===== src/rtl/stall_guard_pkg.sv =====
package stall_guard_pkg;
    localparam int DEF_CNT_W = 24;
    localparam int DEF_SYNC  = 2;

    typedef struct packed {
        logic fault;
        logic armed;
    } latch_st_t;
endpackage


===== src/rtl/hall_edge_det.sv =====
module hall_edge_det #(
    parameter int SYNC_STAGES = 2
) (
    input  logic clk,
    input  logic rst_n,
    input  logic hall_i,
    output logic edge_o
);
    typedef struct packed {
        logic [SYNC_STAGES-1:0] sync;
        logic                   prev;
    } det_st_t;

    det_st_t st_q, st_d;
    logic [SYNC_STAGES-1:0] sync_next;

    if (SYNC_STAGES == 1) begin : g_single
        assign sync_next = hall_i;
    end else begin : g_chain
        assign sync_next = {st_q.sync[SYNC_STAGES-2:0], hall_i};
    end

    always_comb begin
        st_d      = st_q;
        st_d.sync = sync_next;
        st_d.prev = st_q.sync[SYNC_STAGES-1];
    end

    always_ff @(posedge clk or negedge rst_n) begin
        if (!rst_n) st_q <= '0;
        else        st_q <= st_d;
    end

    assign edge_o = st_q.sync[SYNC_STAGES-1] ^ st_q.prev;
endmodule


===== src/rtl/stall_counter.sv =====
module stall_counter #(
    parameter int CNT_W = 24
) (
    input  logic             clk,
    input  logic             rst_n,
    input  logic             run_i,
    input  logic             decel_i,
    input  logic             edge_i,
    input  logic [CNT_W-1:0] limit_i,
    output logic             expired_o
);
    typedef struct packed {
        logic [CNT_W-1:0] cnt;
    } cnt_st_t;

    cnt_st_t st_q, st_d;
    logic    at_limit;

    assign at_limit = (st_q.cnt >= limit_i);

    always_comb begin
        st_d = st_q;
        if (!run_i || decel_i || edge_i) st_d.cnt = '0;
        else if (!at_limit)              st_d.cnt = st_q.cnt + 1'b1;
    end

    always_ff @(posedge clk or negedge rst_n) begin
        if (!rst_n) st_q <= '0;
        else        st_q <= st_d;
    end

    assign expired_o = at_limit;

    p_edge_restart_r3: assert property (@(posedge clk) disable iff (!rst_n)
        edge_i |=> (st_q.cnt == '0));
    p_decel_cleared_r6: assert property (@(posedge clk) disable iff (!rst_n)
        decel_i |=> (st_q.cnt == '0));
    p_saturate_r2: assert property (@(posedge clk) disable iff (!rst_n)
        (run_i && !decel_i && !edge_i && at_limit) |=> $stable(st_q.cnt));
endmodule


===== src/rtl/stall_fault_latch.sv =====
module stall_fault_latch
    import stall_guard_pkg::*;
(
    input  logic clk,
    input  logic rst_n,
    input  logic run_i,
    input  logic decel_i,
    input  logic edge_i,
    input  logic expired_i,
    output logic fault_o,
    output logic armed_o
);
    latch_st_t st_q, st_d;

    always_comb begin
        st_d = st_q;
        if (!run_i)        st_d.fault = 1'b0;
        else if (st_q.fault) st_d.fault = 1'b1;
        else               st_d.fault = !decel_i && !edge_i && expired_i;
        st_d.armed = run_i && !decel_i && !st_d.fault;
    end

    always_ff @(posedge clk or negedge rst_n) begin
        if (!rst_n) st_q <= '0;
        else        st_q <= st_d;
    end

    assign fault_o = st_q.fault;
    assign armed_o = st_q.armed;

    p_fault_holds_r4: assert property (@(posedge clk) disable iff (!rst_n)
        (st_q.fault && run_i) |=> st_q.fault);
    p_stop_clears_r5: assert property (@(posedge clk) disable iff (!rst_n)
        !run_i |=> !st_q.fault);
    p_no_trip_decel_r6: assert property (@(posedge clk) disable iff (!rst_n)
        (decel_i && !st_q.fault) |=> !st_q.fault);
    p_status_excl_r8: assert property (@(posedge clk) disable iff (!rst_n)
        !(st_q.fault && st_q.armed));
endmodule


===== src/rtl/stall_guard.sv =====
module stall_guard
    import stall_guard_pkg::*;
#(
    parameter int CNT_W       = DEF_CNT_W,
    parameter int SYNC_STAGES = DEF_SYNC
) (
    input  logic             clk,
    input  logic             rst_n,
    input  logic             hall_in,
    input  logic             run_cmd,
    input  logic             decel_active,
    input  logic [CNT_W-1:0] timeout_ticks,
    output logic             drive_off,
    output logic             watch_active
);
    logic hall_edge;
    logic expired;

    hall_edge_det #(.SYNC_STAGES(SYNC_STAGES)) u_edge (
        .clk    (clk),
        .rst_n  (rst_n),
        .hall_i (hall_in),
        .edge_o (hall_edge)
    );

    stall_counter #(.CNT_W(CNT_W)) u_cnt (
        .clk       (clk),
        .rst_n     (rst_n),
        .run_i     (run_cmd),
        .decel_i   (decel_active),
        .edge_i    (hall_edge),
        .limit_i   (timeout_ticks),
        .expired_o (expired)
    );

    stall_fault_latch u_latch (
        .clk       (clk),
        .rst_n     (rst_n),
        .run_i     (run_cmd),
        .decel_i   (decel_active),
        .edge_i    (hall_edge),
        .expired_i (expired),
        .fault_o   (drive_off),
        .armed_o   (watch_active)
    );

    p_trip_needs_run_r2: assert property (@(posedge clk) disable iff (!rst_n)
        $rose(drive_off) |-> $past(run_cmd));
endmodule


===== config.mk =====
export PLATFORM = sky130hd
export DESIGN_NAME = stall_guard
export DESIGN_NICKNAME = d
export VERILOG_FILES = /design/src/rtl/stall_guard_pkg.sv /design/src/rtl/hall_edge_det.sv /design/src/rtl/stall_counter.sv /design/src/rtl/stall_fault_latch.sv /design/src/rtl/stall_guard.sv
export SDC_FILE = /design/constraint.sdc
export NUM_CORES = 1
export LEC_CHECK = 0
export BUFFER_PORTS_ARGS = -buffer_cell sky130_fd_sc_hd__buf_2
export CORE_UTILIZATION = 55
export CTS_BUF_LIST = sky130_fd_sc_hd__clkbuf_8 sky130_fd_sc_hd__clkbuf_16
export CTS_CLUSTER_SIZE = 20
export DETAILED_ROUTE_END_ITERATION = 16
export PLACE_DENSITY_LB_ADDON = 0.12
export SLEW_MARGIN = 20
export SYNTH_ARGS = -nofsm -noshare
export SYNTH_HDL_FRONTEND = slang
export SYNTH_SLANG_ARGS = --single-unit

===== constraint.sdc =====
create_clock -name clk -period 7.5 [get_ports clk]
set_input_delay 1.5 -clock clk [delete_from_list [all_inputs] [get_ports clk]]
set_output_delay 1.5 -clock clk [all_outputs]
set_load 0.01 [all_outputs]

==> summary.md, run 1 <==
| Metric | Value |
|---|---|
| Die H | `63.3 um` |
| Cell variety after synth | `42` |
| Initial antenna violation count | `0` |
| Crit path launch type | `input port` |
| Gr ovfl total | `0` |
| Mapped Cells | `234` |
| Clk pwr share | `0.430` |
| Final design area excluding fillers | `2340 sq um` |
| Leak Pwr | `1.09 nW` |
| Syn nets | `288` |
| CP Buf/Inv Count | `1` |
| Setup Buffers After CTS | `0` |
| Drt via density | `5.83` |
| Post-DP HPWL | `3210 um` |
| Max Clock Freq | `246 MHz` |
| H-tree depth | `2` |
| CTS resizes | `0` |
| Hold Crit Class | `register to register` |
| Area of the mapped netlist | `2070 sq um` |
| Post-layout util | `0.675` |
| Area contributors post-synth | `dfrtp_1 (35%), ha_1 (15%), a21oi_1 (7.0%), inv_1 (5.3%), o31ai_1 (4.4%)` |
| Critical path cell sequence | `buf_2 > ha_1 > nand2b_1 > a2111oi_1 > o31ai_1 > a211o_1 > or4_1 > a21oi_1` |
| MaxCap Viol Count | `0` |
| Register bit total from synthesis | `29` |
| Final min period | `4.06 ns` |
| Least-Margin Pin Slew | `1.04 ns` |
| Synth warn | `0` |
| Drc violations | `0` |
| Layout cell share with drive strength beyond 1 | `0.166` |
| DR WL/cell | `13.7 um` |
| DIE WIDTH | `63.3 um` |
| Rel. slew slack | `0.308` |
| Initial core utilization | `0.596` |
| Fin. max-slew vios | `0` |
| First DRT Iteration DRCs | `63` |
| Clk pin slew, worst setup/hold paths | `0.06 ns` |
| Post-synth ARST share | `1.00` |
| Dpl cell area | `2240 sq um` |
| Switching power | `0.0000723 W` |
| RSZ-0062 raised after global routing | `false` |
| Synth area leader | `dfrtp_1` |
| Clock Tree Buf Depth | `2` |
| Status | `finished, final reports clean` |
| First-pass GRT wire length | `7420 um` |
| WL final | `4260 um` |
| Top cell type's share of synthesized area | `0.351` |
| Switch share | `0.223` |
| Critical Path RT | `7.70 ns` |
| I/O pin count | `31` |
| Full die area | `4010 sq um` |
| Seq/Total Area, Yosys | `0.351` |
| Int Pwr | `0.000252 W` |
| TritonCTS clock tree | `done` |
| Fin Setup TNS | `0 ns` |
| Final hold viol count | `0` |
| Vias in the first global route | `1653` |
| Final setup viols | `0` |
| Syn avg cell area | `8.83 sq um` |
| Crit path DAT | `4.26 ns` |
| CP top delay family | `compound AO/OA/AOI/OAI gates` |
| Ant diodes | `0` |
| Post-synth top cells | `a21oi_1 (29), dfrtp_1 (29), inv_1 (29), ha_1 (25), nand2_1 (21)` |
| Post-DRT Antenna Nets | `0` |
| Fin nets | `318` |
| Synth-to-Final Area Change | `13.3%` |
| 1st-pass router iterations | `5` |
| Clock skew | `0.00379 ns` |
| Crit path max-delay cell type | `a211o_1` |
| Port buffer count | `30` |
| Kind of critical path | `input port to register` |
| Root buf cell | `clkbuf_8` |
| Final period util | `0.542` |
| Routability cong. | `0.727` |
| Crit end category | `register` |
| Comb pwr share | `0.081` |
| Main synth FF type | `dfrtp_1` |
| VDD IR max | `0.000108 V` |
| Num rows | `21` |
| Sequential share of power | `0.489` |
| PD cells | `139 nW/um^2` |
| Max FO, Critical Path | `39` |
| Via count | `1814` |
| Number of CTS-inserted buffers | `5` |
| Slowest stage delay, CP | `0.70 ns` |
| Post-synth EDFFs | `0` |
| Largest net degree at the start of global routing | `40` |
| # clock sinks | `29` |
| Worst skew pair latency | `0.27 ns` |
| GRT Resource Usage Total | `0.237` |
| Core area | `3470 sq um` |
| Cts hold-fix bufs | `0` |
==> through the flow <==
stage	worst slack, ns	std cells	hold slack, ns	power [W]
final	3.44	311	0.353	0.000325
after detailed placement	3.14	303	0.341	0.000188
after CTS	3.42	311	0.356	0.000329
after global routing	3.22	311	0.359	0.000339
after global placement	3.29	303	0.339	0.000187
after floorplan	3.89	234	0.331	0.000174
==> cells in the final DEF (no fill, tap or decap), types with 2 or more instances in the layout <==
cell / instances
buf_2: 30
inv_1: 29
a21oi_1: 29
dfrtp_1: 29
ha_1: 25
nand2_1: 21
o31ai_1: 12
or4_1: 12
nand4_1: 10
o21ai_0: 7
clkbuf_8: 7
nor2_1: 6
nand3_1: 6
o21a_1: 4
nand3b_1: 4
or3_1: 4
nor4_1: 2
or2_2: 2
o211ai_1: 2
and3_1: 2
==> per-layer routing <==
metal  vias to the layer above  GRT usage  wire [um]
met3                         6     0.0471        158
met5                         -          0          0
met1                       836      0.311       2000
li1                        926          -          -
met2                        46      0.406       2060
met4                         0     0.0483         42
==> power groups by stage <==
stage | clock network, W | registers, W | logic, W
floorplan | 0 | 0.000162 | 0.0000127
global route | 0.000150 | 0.000159 | 0.0000309
finish | 0.000140 | 0.000159 | 0.0000264
global placement | 0 | 0.000162 | 0.0000258
detailed placement | 0 | 0.000162 | 0.0000269
CTS | 0.000143 | 0.000159 | 0.0000271
==> final timing paths <==
check | startpoint | end | slack [ns] | cells after the start
max reg2reg | u_cnt.st_q[0] | u_cnt.st_q[13] | 4.32 | 8
min in group asynchronous | rst_n | u_cnt.st_q[12] | 1.25 | 1
max in group asynchronous | rst_n | u_cnt.st_q[23] | 5.83 | 1
min reg2reg | u_edge.st_d[2] | u_edge.st_d[0] | 0.35 | 0
min | u_edge.st_d[2] | u_edge.st_d[0] | 0.35 | 0
max | timeout_ticks[0] | u_cnt.st_q[13] | 3.44 | 8
==> final cells by class <==
class	count	area [sq um]
fill	308	1130
inverter	29	109
clock inverter	1	5.00
timing repair buffer	31	158
sequential	29	726
clock buffer	7	96.3
tap	46	57.6
multi-input combinational	168	1190
==> registers in the layout, indices dropped and copies added (netlist names) <==
signal and flops:
u_cnt.st_q 24, u_edge.st_d 2, u_edge.st_q 1, u_latch.armed_o 1, u_latch.fault_o 1
==> cell families after synthesis <==
group | after synthesis | synth area share
buffers and inverters | 37 | 0.0726
DFF | 29 | 0.351
xor gates and xnor gates | 1 | 0.00424
adders and majority gates | 25 | 0.151
AOI/OAI and AO/OA | 67 | 0.217
and+or+nand+nor | 75 | 0.203
==> worst reg2reg max path: stages (launching register included) <==
cell	delay [ns]
dfrtp_1	0.38
inv_1	0.07
ha_1	0.26
nand2b_1	0.14
a2111oi_1	0.47
o31ai_1	0.26
a211o_1	0.70
or4_1	0.66
a21oi_1	0.16
Note: power is estimated with default switching activity, not from simulation.
==> run 2: changes to the inputs <==
==> constraint.sdc (replaced) <==
create_clock -name clk -period 4.1 [get_ports clk]
set_input_delay 0.82 -clock clk [delete_from_list [all_inputs] [get_ports clk]]
set_output_delay 0.82 -clock clk [all_outputs]
set_load 0.01 [all_outputs]
==> run 2 against run 1 <==
  * Sequential cell count unchanged
  * Cell area stayed put
  * Combinational power grew 81%
  * Utilization unchanged
  * Power grew 84%
  * Non-clock buffer count unchanged
  * Largest power group unchanged
  * Clock-buffer cell count is the same
  * Cell count is the same
==> summary.md, run 2 (synthesized netlist as in run 1, its figures left out) <==
| Metric | Value |
|---|---|
| Num rows | `21 (unchanged)` |
| Commonest cells after routing, fill and taps aside | `buf_2 (30), inv_1 (29), a21oi_1 (29), dfrtp_1 (29), ha_1 (25)` |
| Gr ovfl total | `0 (unchanged)` |
| PD cells | `255 nW/um^2 (+84%)` |
| Critical path cell sequence | `buf_2 > ha_1 > nand2b_1 > a2111oi_1 > o31ai_1 > a211o_1 > or4_1 > a21oi_1` |
| I/O pin count | `31 (unchanged)` |
| Layout cell share with drive strength beyond 1 | `0.166 (unchanged)` |
| Core area | `3470 sq um (unchanged)` |
| Finished Layout Cells | `311 (unchanged)` |
| Final design area excluding fillers | `2340 sq um (unchanged)` |
| Crit end category | `register` |
| Least-Margin Pin Slew | `1.01 ns (-0.0292 ns)` |
| Clock skew | `0.00277 ns (-0.00101 ns)` |
| Kind of critical path | `input port to register` |
| GRT Resource Usage Total | `0.238 (+0.000682)` |
| Dpl cell area | `2240 sq um (unchanged)` |
| Fillcell total | `291 (-5.5%)` |
| MaxCap Viol Count | `0 (unchanged)` |
| CP Buf/Inv Count | `1 (unchanged)` |
| Vias in the first global route | `1649 (-0.24%)` |
| Fin Setup TNS | `0 ns (unchanged)` |
| Hold Crit Class | `register to register` |
| Max Clock Freq | `300 MHz` |
| WL final | `4240 um (-0.42%)` |
| Ant diodes | `0 (unchanged)` |
| Initial core utilization | `0.596 (unchanged)` |
| Multi-input gate area | `1190 sq um (unchanged)` |
| Synth-to-Final Area Change | `13.3% (unchanged)` |
| Largest register FFs | `24 (unchanged)` |
| Fin nets | `318 (unchanged)` |
| Leak Pwr | `1.09 nW (unchanged)` |
| Clk pin slew, worst setup/hold paths | `0.06 ns (about the same)` |
| Crit path DAT | `3.54 ns (-0.72 ns)` |
| Cts hold-fix bufs | `0 (unchanged)` |
| VDD IR max | `0.000208 V (+92%)` |
| Int Pwr | `0.000461 W (+83%)` |
| Switch share | `0.227 (+0.00422)` |
| Final setup viols | `0 (unchanged)` |
| First-pass GRT wire length | `7320 um (-1.3%)` |
| Sequential cell area | `726 sq um (unchanged)` |
| Status | `finished, final reports clean` |
| Clock Tree Buf Depth | `2 (unchanged)` |
| Register with the most flip-flops | `u_cnt.st_q` |
| Comb pwr share | `0.080 (about the same)` |
| Rel. slew slack | `0.328 (+0.0195)` |
| Max FO, Critical Path | `39 (unchanged)` |
| Fin. max-slew vios | `0 (unchanged)` |
| Placed cells | `303 (unchanged)` |
| Final period util | `0.813` |
| DIE WIDTH | `63.3 um (unchanged)` |
| 1st-pass router iterations | `4 (-1)` |
| Routability cong. | `0.729 (+0.15%)` |
| Slowest stage delay, CP | `0.68 ns (-0.02 ns)` |
| Post-DP HPWL | `3140 um (-2.2%)` |
| Die H | `63.3 um (unchanged)` |
| Switching power | `0.000136 W (+87%)` |
| Setup Buffers After CTS | `0 (unchanged)` |
| Sequential share of power | `0.486 (-0.003)` |
| First DRT Iteration DRCs | `46 (-27%)` |
| Clk pwr share | `0.433 (+0.003)` |
| Via count | `1790 (-1.3%)` |
| Final min period | `3.33 ns` |
| Crit path max-delay cell type | `a211o_1` |
| Largest net degree at the start of global routing | `40 (unchanged)` |
| CTS resizes | `0 (unchanged)` |
| Number of CTS-inserted buffers | `5 (unchanged)` |
| Root buf cell | `clkbuf_8` |
| Drt via density | `5.76 (-1.3%)` |
| H-tree depth | `2 (unchanged)` |
| Drc violations | `0 (unchanged)` |
| CP top delay family | `compound AO/OA/AOI/OAI gates` |
| RSZ-0062 raised after global routing | `false` |
| Fin Hold WS | `0.356 ns (+0.00324 ns)` |
| Worst skew pair latency | `0.28 ns (about the same)` |
| Port buffer count | `30 (unchanged)` |
| DR WL/cell | `13.6 um (-0.42%)` |
| Initial antenna violation count | `0 (unchanged)` |
| Commonest non-fill, non-tap cell in the layout | `buf_2` |
| Power Total | `0.000597 W (+84%)` |
| Full die area | `4010 sq um (unchanged)` |
| Final hold viol count | `0 (unchanged)` |
| # clock sinks | `29 (unchanged)` |
| Post-DRT Antenna Nets | `0 (unchanged)` |
| TritonCTS clock tree | `done` |
| Critical Path RT | `4.30 ns (-3.40 ns)` |
| Crit path launch type | `input port` |
-- run 2: metal layers --
metal / routed length [um] / global-route usage / part of all wire
met1: 2050 / 0.297 / 0.48
met2: 1970 / 0.409 / 0.47
met3: 135 / 0.0471 / 0.032
met4: 76 / 0.0824 / 0.018
met5: 0 / 0 / 0
-- run 2: final cells by class --
type / count / area share
Timing Repair Buffer: 31 / 0.0673
Sequential cell: 29 / 0.310
Multi-Input combinational cell: 168 / 0.509
Tap cell: 46 / 0.0246
Clock buffer: 7 / 0.0411
Clock inverter: 1 / 0.00214
Inverter: 29 / 0.0465
-- run 2: worst paths after layout --
path / slack [ns] / startpoint / cells past startpoint / end
worst min register to register: 0.36 / u_edge.st_d[2] / 0 / u_edge.st_d[0]
min in group asynchronous: 0.56 / rst_n / 1 / u_cnt.st_q[10]
worst min-delay path: 0.36 / u_edge.st_d[2] / 0 / u_edge.st_d[0]
max in group asynchronous: 3.12 / rst_n / 1 / u_cnt.st_q[1]
worst max register to register: 0.97 / u_cnt.st_q[0] / 8 / u_cnt.st_q[13]
worst max-delay path: 0.77 / timeout_ticks[0] / 8 / u_cnt.st_q[13]
-- run 2: metrics by stage --
step,util,setup slack [ns]
floorplan,-,1.17
global placement,0.646,0.572
detailed placement,0.646,0.445
CTS,0.675,0.726
global route,0.675,0.544
finish,0.675,0.768
-- run 2: power by group through the flow --
| stage | sequential, W | combinational, W | clock [W] |
|---|---|---|---|
| final | 0.000290 | 0.0000479 | 0.000259 |
| after global routing | 0.000290 | 0.0000563 | 0.000275 |
| after CTS | 0.000290 | 0.0000491 | 0.000264 |
| after detailed placement | 0.000296 | 0.0000489 | 0 |
| after global placement | 0.000295 | 0.0000472 | 0 |
| after floorplan | 0.000296 | 0.0000232 | 0 |
-- run 2: worst reg2reg max path, stage by stage, from the launching register on --
cell and delay [ns]:
dfrtp_1 0.38, inv_1 0.07, ha_1 0.26, nand2b_1 0.14
a2111oi_1 0.46, o31ai_1 0.25, a211o_1 0.69, or4_1 0.65
a21oi_1 0.16
==> run 3: changes to the inputs <==
--- a/config.mk
+++ b/config.mk
@@ -6,7 +6,7 @@
 export NUM_CORES = 1
 export LEC_CHECK = 0
 export BUFFER_PORTS_ARGS = -buffer_cell sky130_fd_sc_hd__buf_2
-export CORE_UTILIZATION = 55
+export CORE_UTILIZATION = 51
 export CTS_BUF_LIST = sky130_fd_sc_hd__clkbuf_8 sky130_fd_sc_hd__clkbuf_16
 export CTS_CLUSTER_SIZE = 20
 export DETAILED_ROUTE_END_ITERATION = 16
==> constraint.sdc (replaced) <==
create_clock -name clk -period 2.9 [get_ports clk]
set_input_delay 0.58 -clock clk [delete_from_list [all_inputs] [get_ports clk]]
set_output_delay 0.58 -clock clk [all_outputs]
set_load 0.01 [all_outputs]
==> run 3 against run 2 <==
  * Worst setup slack lost 0.57 ns
  * Worst hold slack got worse by 0.032 ns
  * Clock skew rose by 0.0017 ns
  * Critical path depth is the same
  * Via count is 4.7% higher
  * First-iteration DRC count grew 46%
  * Combinational power grew 44%
==> summary.md, run 3 (synthesized netlist as in run 1, its figures left out) <==
| Metric | Value |
|---|---|
| Clk pin slew, worst setup/hold paths | `0.06 ns (about the same)` |
| Crit path DAT | `2.92 ns (-0.62 ns)` |
| Max Clock Freq | `370 MHz` |
| Status | `finished, final reports clean` |
| Critical path cell sequence | `ha_1 > a21o_1 > a221o_1 > a22o_1 > a211o_1 > buf_12 > or4_1 > a21oi_1` |
| Leak Pwr | `1.16 nW (+6.1%)` |
| Ant diodes | `0 (unchanged)` |
| First-pass GRT wire length | `7620 um (+4.1%)` |
| Crit path max-delay cell type | `or4_1` |
| DIE WIDTH | `65.7 um (+3.7%)` |
| CTS resizes | `0 (unchanged)` |
| Least-Margin Pin Slew | `0.660 ns (-0.349 ns)` |
| Hold Crit Class | `input port to asynchronous set/reset pin` |
| Vias in the first global route | `1691 (+2.5%)` |
| Full die area | `4310 sq um (+7.6%)` |
| Initial core utilization | `0.548 (-0.0479)` |
| H-tree depth | `2 (unchanged)` |
| Register with the most flip-flops | `u_cnt.st_q` |
| RR Endpoint | `u_cnt.st_q[10]` |
| Setup Buffers After CTS | `0 (unchanged)` |
| Max FO, Critical Path | `29 (-26%)` |
| Fin. max-slew vios | `0 (unchanged)` |
| TritonCTS clock tree | `done` |
| Worst R2R Start | `u_cnt.st_q[9]` |
| Crit end category | `register` |
| Clock Tree Buf Depth | `2 (unchanged)` |
| Commonest cells after routing, fill and taps aside | `inv_1 (30), buf_2 (30), a21oi_1 (29), dfrtp_1 (29), ha_1 (25)` |
| WL final | `4380 um (+3.3%)` |
| Final hold viol count | `0 (unchanged)` |
| 1st-pass router iterations | `4 (unchanged)` |
| Final setup viols | `0 (unchanged)` |
| # clock sinks | `29 (unchanged)` |
| Clock skew | `0.00451 ns (+0.00174 ns)` |
| CP top delay family | `compound AO/OA/AOI/OAI gates` |
| Initial antenna violation count | `0 (unchanged)` |
| Die H | `65.7 um (+3.7%)` |
| Fin Hold WS | `0.324 ns (-0.0322 ns)` |
| Port buffer count | `30 (unchanged)` |
| Slowest stage delay, CP | `0.53 ns (-0.15 ns)` |
| R2R setup slack | `0.20 ns (-0.77 ns)` |
| Worst R2R Path Depth | `8 (unchanged)` |
| Gr ovfl total | `0 (unchanged)` |
| Layout cell share with drive strength beyond 1 | `0.196 (+0.0303)` |
| Number of CTS-inserted buffers | `5 (unchanged)` |
| PD cells | `373 nW/um^2 (+46%)` |
| Finished Layout Cells | `323 (+3.9%)` |
| Num rows | `22 (+4.8%)` |
| Power Total | `0.000915 W (+53%)` |
| Worst skew pair latency | `0.28 ns (about the same)` |
| Synth-to-Final Area Change | `18.6%` |
| MaxCap Viol Count | `0 (unchanged)` |
| Final period util | `0.933` |
| Fillcell total | `341 (+17%)` |
| Fin Setup TNS | `0 ns (unchanged)` |
| Final min period | `2.70 ns` |
| Via count | `1875 (+4.7%)` |
| Rel. slew slack | `0.560 (+0.232)` |
| CP Buf/Inv Count | `1 (unchanged)` |
| Drt via density | `5.80 (+0.86%)` |
| Post-DP HPWL | `3270 um (+4.2%)` |
| Cts hold-fix bufs | `0 (unchanged)` |
| Crit path launch type | `register` |
| Post-DRT Antenna Nets | `0 (unchanged)` |
| Drc violations | `0 (unchanged)` |
| RSZ-0062 raised after global routing | `false` |
| First DRT Iteration DRCs | `67 (+46%)` |
| Routability cong. | `0.760 (+4.3%)` |
| DR WL/cell | `13.6 um (-0.54%)` |
| Largest register FFs | `24 (unchanged)` |
| Root buf cell | `clkbuf_8` |
| Critical Path RT | `3.11 ns (-1.19 ns)` |
| VDD IR max | `0.000279 V (+34%)` |
| I/O pin count | `31 (unchanged)` |
| Placed cells | `315 (+4.0%)` |
| Fin nets | `328 (+3.1%)` |
| Core area | `3770 sq um (+8.7%)` |
| GRT Resource Usage Total | `0.236 (-0.00215)` |
| Kind of critical path | `register to register` |
| Largest net degree at the start of global routing | `30 (-25%)` |
## run 3: cell types whose count changed in the layout (fill, tap and decap cells not counted), sizes merged
cell,before,now
buf,31,41
clkbuf,7,6
bufinv,0,1
clkinv,1,0
inv,29,30
## run 3: cell type report
cell class	instances	area (sq um)	share of cell area
clock buffers	6	82.6	0.0337
multi-input cells	168	1200	0.488
repair buffers	41	245	0.100
well taps	48	60.1	0.0245
inverters	29	109	0.0444
clock inverters	2	33.8	0.0138
flip-flops and latches	29	726	0.296
## run 3: worst max-delay path by stage
stage | startpoint | to | slack (ns) | cells after the start
2_1_floorplan | timeout_ticks[9] | u_cnt.st_q[10] | 0.21 | 9
3_3_place_gp | timeout_ticks[9] | u_cnt.st_q[19] | 0.01 | 10
3_5_place_dp | timeout_ticks[9] | u_cnt.st_q[19] | -0.02 | 10
4_1_cts | u_cnt.st_q[0] | u_cnt.st_q[10] | 0.20 | 9
5_1_grt | u_cnt.st_q[0] | u_cnt.st_q[6] | 0.06 | 9
6_report | u_cnt.st_q[9] | u_cnt.st_q[10] | 0.20 | 8
## run 3: metrics by stage
step | utilization | instance area [sq um] | setup WS [ns]
2_1_floorplan | - | 2070 | 0.205
3_3_place_gp | 0.618 | 2330 | 0.0127
3_5_place_dp | 0.618 | 2330 | -0.0167
4_1_cts | 0.649 | 2450 | 0.198
5_1_grt | 0.650 | 2450 | 0.0629
6_report | 0.650 | 2450 | 0.195
## run 3: where the power goes
| part | switching, W | internal (W) | leakage (nW) |
|---|---|---|---|
| Clock | 0.000160 | 0.000276 | 0.0626 |
| Combinational | 0.0000382 | 0.0000306 | 0.699 |
| Sequential | 0.00000203 | 0.000408 | 0.397 |
## run 3: layer usage
layer | track usage | share of wire
met5 | 0 | 0
met4 | 0.0978 | 0.020
met3 | 0.0417 | 0.034
met1 | 0.310 | 0.47
met2 | 0.380 | 0.47
